<file path="config.mk">
export PLATFORM = sky130hd
export DESIGN_NAME = rx_strip_filter
export DESIGN_NICKNAME = d
export VERILOG_FILES = /design/src/rtl/rsb_pkg.sv /design/src/rtl/rsb_strip_buf.sv /design/src/rtl/rsb_addr_filter.sv /design/src/rtl/rsb_byte_pack.sv /design/src/rtl/rx_strip_filter.sv
export SDC_FILE = /design/constraint.sdc
export NUM_CORES = 1
export LEC_CHECK = 0
export BUFFER_PORTS_ARGS = -buffer_cell sky130_fd_sc_hd__buf_4
export CORE_MARGIN = 2
export CORE_UTILIZATION = 60
export DETAILED_ROUTE_END_ITERATION = 12
export PLACE_DENSITY = 0.81
export SYNTH_ARGS = -nofsm -noshare
export SYNTH_HDL_FRONTEND = slang
export SYNTH_SLANG_ARGS = --single-unit
</file>
<file path="constraint.sdc">
create_clock -name clk_i -period 3.8 [get_ports clk_i]
set_clock_uncertainty 0.1 [all_clocks]
set_input_delay 0 -clock clk_i [delete_from_list [all_inputs] [get_ports clk_i]]
set_output_delay 0 -clock clk_i [all_outputs]
set_load 0.01 [all_outputs]
</file>
<file path="src/rtl/rsb_pkg.sv">
package rsb_pkg;
  localparam int BYTE_W = 8;
  localparam logic [BYTE_W-1:0] BCAST_ADDR = '1;
  typedef logic [BYTE_W-1:0] byte_t;
endpackage

</file>
<file path="src/rtl/rsb_strip_buf.sv">
module rsb_strip_buf
  import rsb_pkg::*;
#(
  parameter int SHORT_LEN = 16,
  parameter int LONG_LEN  = 32,
  localparam int MAX_LEN  = (LONG_LEN > SHORT_LEN) ? LONG_LEN : SHORT_LEN,
  localparam int CNT_W    = $clog2(MAX_LEN + 1)
) (
  input  logic  clk_i,
  input  logic  rst_ni,
  input  logic  clr_i,
  input  logic  en_i,
  input  logic  long_i,
  input  logic  bit_i,
  input  logic  bit_valid_i,
  output byte_t head_o,
  output logic  fill8_o,
  output logic  exit_valid_o,
  output logic  exit_bit_o
);
  logic [MAX_LEN-1:0] sr_q;
  logic [CNT_W-1:0]   cnt_q;
  logic [CNT_W-1:0]   len;
  logic               shift;

  assign len   = long_i ? CNT_W'(LONG_LEN) : CNT_W'(SHORT_LEN);
  assign shift = en_i && bit_valid_i && !clr_i;

  always_ff @(posedge clk_i or negedge rst_ni) begin
    if (!rst_ni) begin
      sr_q  <= '0;
      cnt_q <= '0;
    end else if (clr_i) begin
      sr_q  <= '0;
      cnt_q <= '0;
    end else if (shift) begin
      sr_q <= {sr_q[MAX_LEN-2:0], bit_i};
      if (cnt_q < len) cnt_q <= cnt_q + 1'b1;
    end
  end

  // first received bit is deepest: reverse into LSB-first address
  for (genvar i = 0; i < BYTE_W; i++) begin : g_head
    assign head_o[i] = sr_q[BYTE_W-1-i];
  end

  assign fill8_o      = cnt_q >= CNT_W'(BYTE_W);
  assign exit_valid_o = shift && (cnt_q == len);
  assign exit_bit_o   = long_i ? sr_q[LONG_LEN-1] : sr_q[SHORT_LEN-1];

  assert_clear_empties_R9: assert property (@(posedge clk_i) disable iff (!rst_ni)
    clr_i |=> (cnt_q == '0) && !fill8_o);
endmodule

</file>
<file path="src/rtl/rsb_addr_filter.sv">
module rsb_addr_filter
  import rsb_pkg::*;
(
  input  logic  clk_i,
  input  logic  rst_ni,
  input  logic  clr_i,
  input  logic  fill8_i,
  input  byte_t head_i,
  input  byte_t station_i,
  output logic  match_o
);
  logic decided_q;

  always_ff @(posedge clk_i or negedge rst_ni) begin
    if (!rst_ni) begin
      decided_q <= 1'b0;
      match_o   <= 1'b0;
    end else if (clr_i) begin
      decided_q <= 1'b0;
      match_o   <= 1'b0;
    end else if (fill8_i && !decided_q) begin
      decided_q <= 1'b1;
      match_o   <= (head_i == station_i) || (head_i == BCAST_ADDR);
    end
  end

  assert_match_held_R4: assert property (@(posedge clk_i) disable iff (!rst_ni)
    (decided_q && !clr_i) |=> $stable(match_o));
endmodule

</file>
<file path="src/rtl/rsb_byte_pack.sv">
module rsb_byte_pack
  import rsb_pkg::*;
(
  input  logic  clk_i,
  input  logic  rst_ni,
  input  logic  clr_i,
  input  logic  match_i,
  input  logic  exit_valid_i,
  input  logic  exit_bit_i,
  output logic  wr_o,
  output byte_t data_o,
  output logic  first_o
);
  localparam int BC_W = $clog2(BYTE_W);

  byte_t           sh_q;
  logic [BC_W-1:0] bcnt_q;
  byte_t           sh_nxt;

  assign sh_nxt = {exit_bit_i, sh_q[BYTE_W-1:1]};

  always_ff @(posedge clk_i or negedge rst_ni) begin
    if (!rst_ni) begin
      sh_q    <= '0;
      bcnt_q  <= '0;
      wr_o    <= 1'b0;
      data_o  <= '0;
      first_o <= 1'b0;
    end else if (clr_i) begin
      sh_q    <= '0;
      bcnt_q  <= '0;
      wr_o    <= 1'b0;
      first_o <= 1'b0;
    end else begin
      wr_o <= 1'b0;
      if (exit_valid_i && match_i) begin
        sh_q   <= sh_nxt;
        bcnt_q <= bcnt_q + 1'b1;
        if (bcnt_q == BC_W'(BYTE_W - 1)) begin
          wr_o    <= 1'b1;
          data_o  <= sh_nxt;
          first_o <= 1'b1;
        end
      end
    end
  end

  assert_wr_spaced_R3: assert property (@(posedge clk_i) disable iff (!rst_ni)
    wr_o |=> !wr_o);
  assert_first_with_wr_R8: assert property (@(posedge clk_i) disable iff (!rst_ni)
    $rose(first_o) |-> wr_o);
endmodule

</file>
<file path="src/rtl/rx_strip_filter.sv">
module rx_strip_filter
  import rsb_pkg::*;
#(
  parameter int SHORT_LEN = 16,
  parameter int LONG_LEN  = 32
) (
  input  logic        clk_i,
  input  logic        rst_ni,
  input  logic        bof_i,
  input  logic        abort_i,
  input  logic        crc_long_i,
  input  logic [7:0]  station_addr_i,
  input  logic        bit_i,
  input  logic        bit_valid_i,
  output logic        fifo_wr_o,
  output logic [7:0]  fifo_data_o,
  output logic        addr_match_o,
  output logic        first_byte_o
);
  logic  active_q;
  logic  clr;
  byte_t head;
  logic  fill8, exit_valid, exit_bit;

  assign clr = bof_i || abort_i;

  // abort wins over a simultaneous bof
  always_ff @(posedge clk_i or negedge rst_ni) begin
    if (!rst_ni)      active_q <= 1'b0;
    else if (abort_i) active_q <= 1'b0;
    else if (bof_i)   active_q <= 1'b1;
  end

  rsb_strip_buf #(.SHORT_LEN(SHORT_LEN), .LONG_LEN(LONG_LEN)) u_strip (
    .clk_i       (clk_i),
    .rst_ni      (rst_ni),
    .clr_i       (clr),
    .en_i        (active_q),
    .long_i      (crc_long_i),
    .bit_i       (bit_i),
    .bit_valid_i (bit_valid_i),
    .head_o      (head),
    .fill8_o     (fill8),
    .exit_valid_o(exit_valid),
    .exit_bit_o  (exit_bit)
  );

  rsb_addr_filter u_filt (
    .clk_i    (clk_i),
    .rst_ni   (rst_ni),
    .clr_i    (clr),
    .fill8_i  (fill8),
    .head_i   (head),
    .station_i(station_addr_i),
    .match_o  (addr_match_o)
  );

  rsb_byte_pack u_pack (
    .clk_i       (clk_i),
    .rst_ni      (rst_ni),
    .clr_i       (clr),
    .match_i     (addr_match_o),
    .exit_valid_i(exit_valid),
    .exit_bit_i  (exit_bit),
    .wr_o        (fifo_wr_o),
    .data_o      (fifo_data_o),
    .first_o     (first_byte_o)
  );

  assert_wr_needs_match_R5: assert property (@(posedge clk_i) disable iff (!rst_ni)
    fifo_wr_o |-> addr_match_o);
  assert_abort_clears_R9: assert property (@(posedge clk_i) disable iff (!rst_ni)
    abort_i |=> !addr_match_o && !first_byte_o && !fifo_wr_o);
  assert_bof_restarts_R11: assert property (@(posedge clk_i) disable iff (!rst_ni)
    bof_i |=> !addr_match_o && !first_byte_o && !fifo_wr_o);
  assert_wr_after_bit_R10: assert property (@(posedge clk_i) disable iff (!rst_ni)
    fifo_wr_o |-> $past(bit_valid_i));
endmodule

</file>
==> results.json, run 1 <==
{
  "status": "completed",
  "area_growth_pct": 19.0,
  "yosysTopAreaCellShare_pct": 59.4,
  "power_density_nw_per_um2": 413,
  "fin_crit_sh_pct": 61.9,
  "synthTopCellsByCount": "dfrtp_1, a22o_1, nor2_1",
  "synth-edff-count": 0,
  "cts_resized": 0,
  "worstPathRequired_ns": 3.92,
  "start_util_pct": 63.3,
  "yosysMostFrequentCell": "dfrtp_1",
  "grt_overflow": 0,
  "cp-end-kind": "flip-flop",
  "grt_pass1_wl_mm": 8.05,
  "post_cts_buffers": 0,
  "synthFlopType": "dfrtp_1",
  "routedWlPerCell_um": 16.3,
  "cts_buffers": 9,
  "dieArea_um2": 4820,
  "cts.sinks": 61,
  "antenna-diode-count": 0,
  "clkPwrFrac_pct": 43.9,
  "setup_violations": 0,
  "fin_ws_ns": 1.45,
  "path_clk_slew_ns": 0.07,
  "io_pins": 26,
  "yosys_warnings": 0,
  "pwr-share-comb_pct": 4.4,
  "fin_crit_ns": 2.35,
  "drt_pass1_iterations": 4,
  "hpwl_mm": 2.96,
  "htreeDepth": 3,
  "critical_path.max_fanout": 12,
  "cts_hold_buf": 5,
  "coreArea_um2": 4060,
  "slew_violations": 0,
  "seq_power_share_pct": 51.6,
  "synth_area_um2": 2570,
  "vias": 1669,
  "ys_seq_elements": 61,
  "dp_slack_ns": 1.46,
  "worstRegToRegCells": 7,
  "fmax_mhz": 425,
  "drtIter0Drc": 95,
  "clock_latency_ns": 0.33,
  "synthTopCellsByArea": "dfrtp_1, a22o_1, mux2_4, mux2i_1, nor2_1",
  "hp-class": "input pin to flip-flop",
  "synth.avg_cell_area_um2": 13.1,
  "yosys.area.top_type": "dfrtp_1",
  "intPower_uw": 989,
  "io_buffer_count": 25,
  "vias_per_cell": 5.86,
  "worstHoldPathCells": 5,
  "antenna_found_initial": 0,
  "synthArstFlopShare_pct": 100,
  "p_sw_share_pct": 21.8,
  "yosys.cell_types.count": 30,
  "rsz0062_at_grt": "false",
  "die_w_um": 69.4,
  "switchingPower_uw": 275,
  "synth-seq-area-share_pct": 59.4,
  "die_y_um": 69.4,
  "grt_max_degree": 62,
  "max_slew_margin_pct": 51.7,
  "layout-drive-gt1-share_pct": 24.7,
  "route.antenna.remaining_nets": 0,
  "finalHoldViolations": 0,
  "drc": 0,
  "grt_use_total_pct": 21.9,
  "synth_nets": 217,
  "drv_cap": 0,
  "cts-root-buf": "clkbuf_8",
  "startpoint_type": "flip-flop",
  "leakagePower_uw": 0.00151,
  "cts_tree": "done",
  "worstSetupPathType": "flip-flop to flip-flop",
  "grt_pass1_vias": 1612,
  "ir_drop_v": 0.000434,
  "num_rows": 23,
  "arrival_ns": 2.47,
  "clock_path_buffers": 2,
  "wirelength_mm": 4.64,
  "worstMarginPinSlew_ns": 0.725,
  "tns_ns": 0,
  "syn_inst": 196,
  "place.gp.congestion": 0.952,
  "nNetsFinal": 251
}
routing by layer:
layer	vias to the layer above	GRT usage (%)	wire, um
li1	772	-	-
met1	851	29.5	2140
met2	33	31.9	2240
met3	13	5.38	138
met4	0	14.2	128
met5	-	0	0
final cells by class:
type                       count  area [um2]
timing repair buffer          33         260
tap                           50        62.6
multi-input combinational    119         995
fill                         246        1000
inverter                       6        22.5
sequential                    61        1530
clock inverter                 5        50.0
clock buffer                  11         141
metrics by stage:
stage               total power (uW)  instance area [um2]  hold WS [ns]  instances  util [%]
global placement                 714                 2820      -0.00892        264      69.4
floorplan                        684                 2570        -0.396        196         -
global route                    1320                 3060         0.121        285      75.4
CTS                             1280                 3060         0.108        285      75.4
finish                          1260                 3060         0.121        285      75.4
detailed placement               717                 2820       0.00782        264      69.4
flip-flops by register name, indices dropped and copies added (netlist names):
register,flops
active_q,1
u_filt.decided_q,1
u_filt.match_o,1
u_pack.bcnt_q,3
u_pack.data_o,8
u_pack.first_o,1
u_pack.sh_q,7
u_pack.wr_o,1
u_strip.cnt_q,6
u_strip.sr_q,32
critical path, stage by stage, from the launching register on:
cell and delay, ns:
dfrtp_1 0.40, inv_1 0.06, ha_1 0.26, or4b_4 0.46, nor4b_4 0.21, buf_4 0.27, nand2_4 0.15, mux2_4 0.33
path summary, 6_finish.rpt:
path	start	endpoint	slack, ns
worst max-delay path	u_strip.cnt_q[4]	u_pack.data_o[3]	1.45
worst min-delay path	station_addr_i[4]	u_filt.match_o	0.12
worst max register to register	u_strip.cnt_q[4]	u_pack.data_o[3]	1.45
worst min register to register	u_strip.sr_q[12]	u_strip.sr_q[13]	0.40
max in group asynchronous	rst_ni	u_strip.cnt_q[0]	2.95
min in group asynchronous	rst_ni	u_pack.bcnt_q[2]	0.17
layout by cell type (no fill, tap or decap):
cell type,n
a211oi_1,1
a21oi_1,3
a21oi_2,1
a22o_1,32
buf_4,28
bufinv_16,1
clkbuf_1,1
clkbuf_8,10
clkinv_2,4
dfrtp_1,61
dlygate4sd3_1,5
ha_1,6
inv_1,5
inv_2,1
mux2_2,1
mux2_4,8
mux2i_1,10
nand2_1,3
nand2_4,1
nand3_1,1
nand3b_1,1
nand4_1,2
nor2_1,23
nor2b_1,1
nor3_1,2
nor3b_1,1
nor4_1,3
nor4b_1,1
nor4b_4,1
nor4bb_4,1
or2_1,1
or4b_4,1
xnor2_1,6
xor2_1,8
power by group through the flow:
| stage | registers [uW] | logic, uW | clock network (uW) |
|---|---|---|---|
| detailed placement | 664 | 52.2 | 0 |
| CTS | 652 | 56.5 | 569 |
| floorplan | 664 | 20.5 | 0 |
| global placement | 664 | 49.3 | 0 |
| global route | 652 | 62.3 | 603 |
| finish | 652 | 55.7 | 555 |
kinds of logic (layout without fill, tap and decap cells):
| family | Yosys count | in the layout | synth area share (%) |
|---|---|---|---|
| fa+ha+maj | 6 | 6 | 2.92 |
| flops | 61 | 61 | 59.4 |
| simple gates | 43 | 43 | 9.30 |
| compound gates | 37 | 37 | 12.0 |
| xor+xnor | 14 | 14 | 4.77 |
| buf+inv | 16 | 55 | 2.63 |
| mux | 19 | 19 | 9.01 |
(Power assumes the default switching activity.)
==> run 2: changes to the inputs <==
- CORE_UTILIZATION: 60 -> 58
- PLACE_DENSITY: 0.81 -> 0.79
- clock period: 3.8 -> 2.3 ns (I/O delays scaled with it)
==> run 2 against run 1 <==
- sequential power grew 66%
- setup slack lost 1.4 ns
- non-clock buffer count grew 2
- die area grew 3.3%
- global-route usage shrank 0.13 points
- first-iteration DRC count grew 40%
- final area grew 1.7%
- critical endpoint is now u_pack.bcnt_q[1]
==> results.json, run 2 (same netlist as run 1, synthesis figures left out) <==
{
  "critical_path.max_fanout": 5,
  "startpoint_type": "flip-flop",
  "worstMarginPinSlew_ns": 0.737,
  "reg.largest.list": "u_strip.sr_q x32, u_pack.data_o x8, u_pack.sh_q x7",
  "worst-r2r-setup-slack_ns": 0.06,
  "clock_path_buffers": 2,
  "gr-usage-met1_pct": 29.7,
  "route.antenna.remaining_nets": 0,
  "power_density_nw_per_um2": 715,
  "slowest_stage": "or4b_4",
  "final_area_um2": 3110,
  "cts.sinks": 61,
  "wirelength_mm": 4.79,
  "drtIter0Drc": 133,
  "dieArea_um2": 4980,
  "layout-drive-gt1-share_pct": 26.2,
  "hpwl_mm": 3.07,
  "cts_buffers": 9,
  "crit_top_cell": "buf_4",
  "drv_cap": 0,
  "layout_common_cells": "dfrtp_1, a22o_1, buf_4",
  "vias_per_cell": 5.80,
  "place_area_um2": 2830,
  "place.gp.congestion": 0.824,
  "htreeDepth": 3,
  "cp-end-kind": "flip-flop",
  "cts_tree": "done",
  "nFillCells": 303,
  "top_usage_layer": "met2",
  "gr-usage-met3_pct": 5.56,
  "die_w_um": 70.6,
  "grt_overflow": 0,
  "arrival_ns": 2.33,
  "max_slew_margin_pct": 50.8,
  "fin_util_pct": 71.9,
  "antenna_found_initial": 0,
  "ir_drop_v": 0.000599,
  "critPathLaunch": "u_strip.cnt_q[4]",
  "hp-class": "input pin to flip-flop",
  "path_clk_slew_ns": 0.07,
  "finalHoldViolations": 0,
  "met2_usage_pct": 33.4,
  "clock_latency_ns": 0.33,
  "cts-root-buf": "clkbuf_8",
  "grt_use_total_pct": 21.8,
  "nNetsFinal": 253,
  "fin_crit_sh_pct": 97.5,
  "antenna-diode-count": 0,
  "setup.worst_path.end": "u_pack.bcnt_q[1]",
  "slowest_delay_ns": 0.47,
  "drt_pass1_iterations": 4,
  "dp_slack_ns": 0.0325,
  "vias": 1675,
  "worstRegToRegCells": 8,
  "coreArea_um2": 4320,
  "fin_ws_ns": 0.0576,
  "setup_violations": 0,
  "grt_max_degree": 62,
  "status": "completed",
  "fin_crit_ns": 2.24,
  "final_common_cell": "dfrtp_1",
  "die_y_um": 70.6,
  "grt_pass1_wl_mm": 8.30,
  "regMostFlops": "u_strip.sr_q",
  "worstPathRequired_ns": 2.39,
  "area_growth_pct": 21.0,
  "start_util_pct": 59.4,
  "io_buffer_count": 25,
  "fmax_mhz": 446,
  "drc": 0,
  "crit_chain": "inv_1, ha_1, or4b_4, nor4b_4, buf_4, buf_4, mux2i_1, nor2_1",
  "num_rows": 24,
  "leakagePower_uw": 0.00153,
  "io_pins": 26,
  "routedWlPerCell_um": 16.6,
  "slew_violations": 0,
  "reg2reg_from": "u_strip.cnt_q[4]",
  "timing.rr.end": "u_pack.bcnt_q[1]",
  "worstSetupPathType": "flip-flop to flip-flop",
  "grt_pass1_vias": 1736,
  "p_total_uw": 2220,
  "largest_reg_flops": 32
}
run 2: how the worst min path moves through the flow:
| stage | cells past startpoint | slack (ns) | start | endpoint |
|---|---|---|---|---|
| floorplan | 0 | -0.40 | rst_ni | active_q |
| global placement | 1 | -0.007 | rst_ni | u_strip.sr_q[10] |
| detailed placement | 1 | 0.02 | rst_ni | u_strip.sr_q[9] |
| CTS | 3 | 0.006 | crc_long_i | u_pack.data_o[7] |
| global route | 3 | 0.01 | crc_long_i | u_pack.data_o[7] |
| finish | 3 | 0.008 | crc_long_i | u_pack.data_o[7] |
run 2: critical path, delay by kind of cell (launching register included):
kind | cells | cell delay [ns]
and+or+nand+nor | 3 | 0.80
buffers and inverters | 3 | 0.38
adders and majority gates | 1 | 0.26
muxes | 1 | 0.21
DFF | 1 | 0.35
run 2: power breakdown:
part,total [uW],leakage [uW],internal (uW),switching [uW]
clock,1050,0.000112,637,417
combinational,90.8,0.000570,35.2,55.7
sequential,1080,0.000851,1070,2.79
total,2220,0.00153,1750,475
run 2: layout make-up:
type | count | area, um2 | area share (%)
Sequential cell | 61 | 1530 | 49.1
Multi-Input combinational cell | 119 | 995 | 32.0
Timing Repair Buffer | 35 | 277 | 8.89
Clock buffer | 10 | 138 | 4.43
Clock inverter | 6 | 86.3 | 2.78
Tap cell | 52 | 65.1 | 2.09
Inverter | 6 | 22.5 | 0.724
run 2: metal layers:
layer,part of all wire [%],up-vias
li1,-,770
met1,45,864
met2,50,32
met3,3.4,9
met4,2.0,0
met5,0,-
run 2: what timing repair did:
action                                 CTS  global route
hold buffers                             4             0
endpoints found under the hold margin   63             0
gates resized for setup                  0             3
setup buffers                            0             1
setup endpoints to repair                0             9
run 2: metrics by stage:
step	setup TNS (ns)	std cells	hold WS [ns]
after floorplan	0	196	-0.396
after global placement	0	267	-0.00689
after detailed placement	0	267	0.0172
after CTS	0	287	0.00563
after global routing	-0.101	289	0.0124
final	0	289	0.00801
==> run 3: changes to the inputs <==
- CAP_MARGIN: default -> 20
- RECOVER_POWER: default -> 25
==> run 3 against run 2 <==
- worst hold slack lost 0.0014 ns
- setup slack gained 0.00053 ns
- sequential cell count is the same
- combinational power shrank 0.7%
- non-clock buffer count is the same
- count of clock-buffer cells in the layout is the same
- largest power group unchanged
- wire length grew 0.92%
- critical path depth is the same
- fmax is essentially flat
- critical endpoint unchanged
- clock power is essentially flat
==> results.json, run 3 (same netlist as run 1, synthesis figures left out) <==
{
  "layout-drive-gt1-share_pct": 21.9,
  "path_clk_slew_ns": 0.07,
  "start_util_pct": 59.4,
  "nNetsFinal": 253,
  "grt_use_total_pct": 21.8,
  "drtIter0Drc": 131,
  "layout_common_cells": "dfrtp_1, a22o_1, nor2_1",
  "slowest_stage": "or4b_4",
  "grt_max_degree": 62,
  "finalHoldViolations": 0,
  "place_area_um2": 2830,
  "vias_per_cell": 5.72,
  "cp_num_buf_inv": 3,
  "worstRegToRegCells": 8,
  "cp-end-kind": "flip-flop",
  "io_pins": 26,
  "hold_end": "u_pack.data_o[7]",
  "worstSetupPathType": "flip-flop to flip-flop",
  "area_growth_pct": 19.4,
  "fmax_mhz": 446,
  "grt_overflow": 0,
  "cts_buffers": 9,
  "wirelength_mm": 4.83,
  "slowest_delay_ns": 0.47,
  "grt_pass1_vias": 1736,
  "max_slew_margin_pct": 3.76,
  "vias": 1654,
  "critPathLaunch": "u_strip.cnt_q[4]",
  "fin_crit_ns": 2.24,
  "slew_violations": 0,
  "timing.rr.end": "u_pack.bcnt_q[1]",
  "routedWlPerCell_um": 16.7,
  "cts.sinks": 61,
  "crit_chain": "inv_1, ha_1, or4b_4, nor4b_4, buf_4, buf_4, mux2i_1, nor2_1",
  "grt_pass1_wl_mm": 8.30,
  "place.gp.congestion": 0.824,
  "reg2reg_from": "u_strip.cnt_q[4]",
  "worstPathRequired_ns": 2.39,
  "final_common_cell": "dfrtp_1",
  "hp-class": "input pin to flip-flop",
  "startpoint_type": "flip-flop",
  "clock_latency_ns": 0.33,
  "num_rows": 24,
  "arrival_ns": 2.33,
  "largest_reg_flops": 32,
  "worstHoldPathCells": 3,
  "clock_path_buffers": 2,
  "dieArea_um2": 4980,
  "antenna-diode-count": 0,
  "drc": 0,
  "holdWs_ns": 0.00661,
  "antenna_found_initial": 0,
  "final_area_um2": 3070,
  "power_density_nw_per_um2": 725,
  "setup_violations": 0,
  "p_total_uw": 2220,
  "hpwl_mm": 3.07,
  "leakagePower_uw": 0.00149,
  "worst-r2r-setup-slack_ns": 0.06,
  "io_buffer_count": 25,
  "drv_cap": 0,
  "die_w_um": 70.6,
  "critical_path.max_fanout": 5,
  "cts_tree": "done",
  "drt_pass1_iterations": 4,
  "fin_crit_sh_pct": 97.5,
  "min-delay-start": "crc_long_i",
  "cts-root-buf": "clkbuf_8",
  "status": "completed",
  "crit_top_cell": "buf_4",
  "die_y_um": 70.6,
  "regMostFlops": "u_strip.sr_q",
  "route.antenna.remaining_nets": 0,
  "htreeDepth": 3,
  "coreArea_um2": 4320,
  "reg.largest.list": "u_strip.sr_q x32, u_pack.data_o x8, u_pack.sh_q x7",
  "worstMarginPinSlew_ns": 1.44,
  "critPathTopFamily": "simple AND/OR/NAND/NOR gates",
  "ir_drop_v": 0.000603
}
run 3: cell types whose count changed in the layout (fill, tap and decap cells not counted), sizes merged:
cell | previous run | this run
clkbuf | 10 | 21
buf | 31 | 20
run 3: stage by stage:
| step | util, % | setup slack (ns) | setup TNS, ns | instances |
|---|---|---|---|---|
| finish | 71.0 | 0.0582 | 0 | 289 |
| global route | 71.0 | -0.0163 | -0.101 | 289 |
| CTS | 71.5 | 0.0148 | 0 | 287 |
| detailed placement | 65.4 | 0.0325 | 0 | 267 |
| global placement | 65.4 | 0.156 | 0 | 267 |
| floorplan | - | 0.115 | 0 | 196 |
run 3: worst max-delay path by stage:
stage	endpoint	slack [ns]	cells past startpoint
after global placement	u_pack.sh_q[2]	0.16	7
after CTS	u_pack.sh_q[6]	0.01	7
after global routing	u_pack.sh_q[6]	-0.02	8
after floorplan	u_pack.data_o[0]	0.11	6
after detailed placement	u_pack.sh_q[6]	0.03	7
final	u_pack.bcnt_q[1]	0.06	8
run 3: metal layers:
layer / global-route usage [%] / vias up / part of all wire, %
li1: - / 770 / -
met1: 29.7 / 847 / 45
met2: 33.4 / 28 / 50
met3: 5.56 / 9 / 3.1
met4: 10.1 / 0 / 1.9
met5: 0 / - / 0
run 3: power by group:
group,switching [uW],internal (uW)
Clock,420,637
Sequential,2.83,1070
Combinational,55.6,34.6
Total,478,1750
run 3: repair_timing:
action,in CTS,in global routing
hold buffers,4,0
gates resized for setup,0,3
hold endpoints to repair,63,0
buffers inserted,0,1
endpoints found under the setup margin,0,9
run 3: worst reg2reg max path, cell delays in order, from the launching register on:
cell and delay (ns):
dfrtp_1 0.35, inv_1 0.05, ha_1 0.26, or4b_4 0.47, nor4b_4 0.27, buf_4 0.18, buf_4 0.15, mux2i_1 0.21
nor2_1 0.06
run 3: area by class of cell:
cell class / instances / area, um2
well taps: 52 / 65.1
fillers: 309 / 1250
inverters: 6 / 22.5
multi-input cells: 119 / 995
clock buffers: 10 / 138
clock inverters: 6 / 86.3
repair buffers: 35 / 236
flip-flops and latches: 61 / 1530
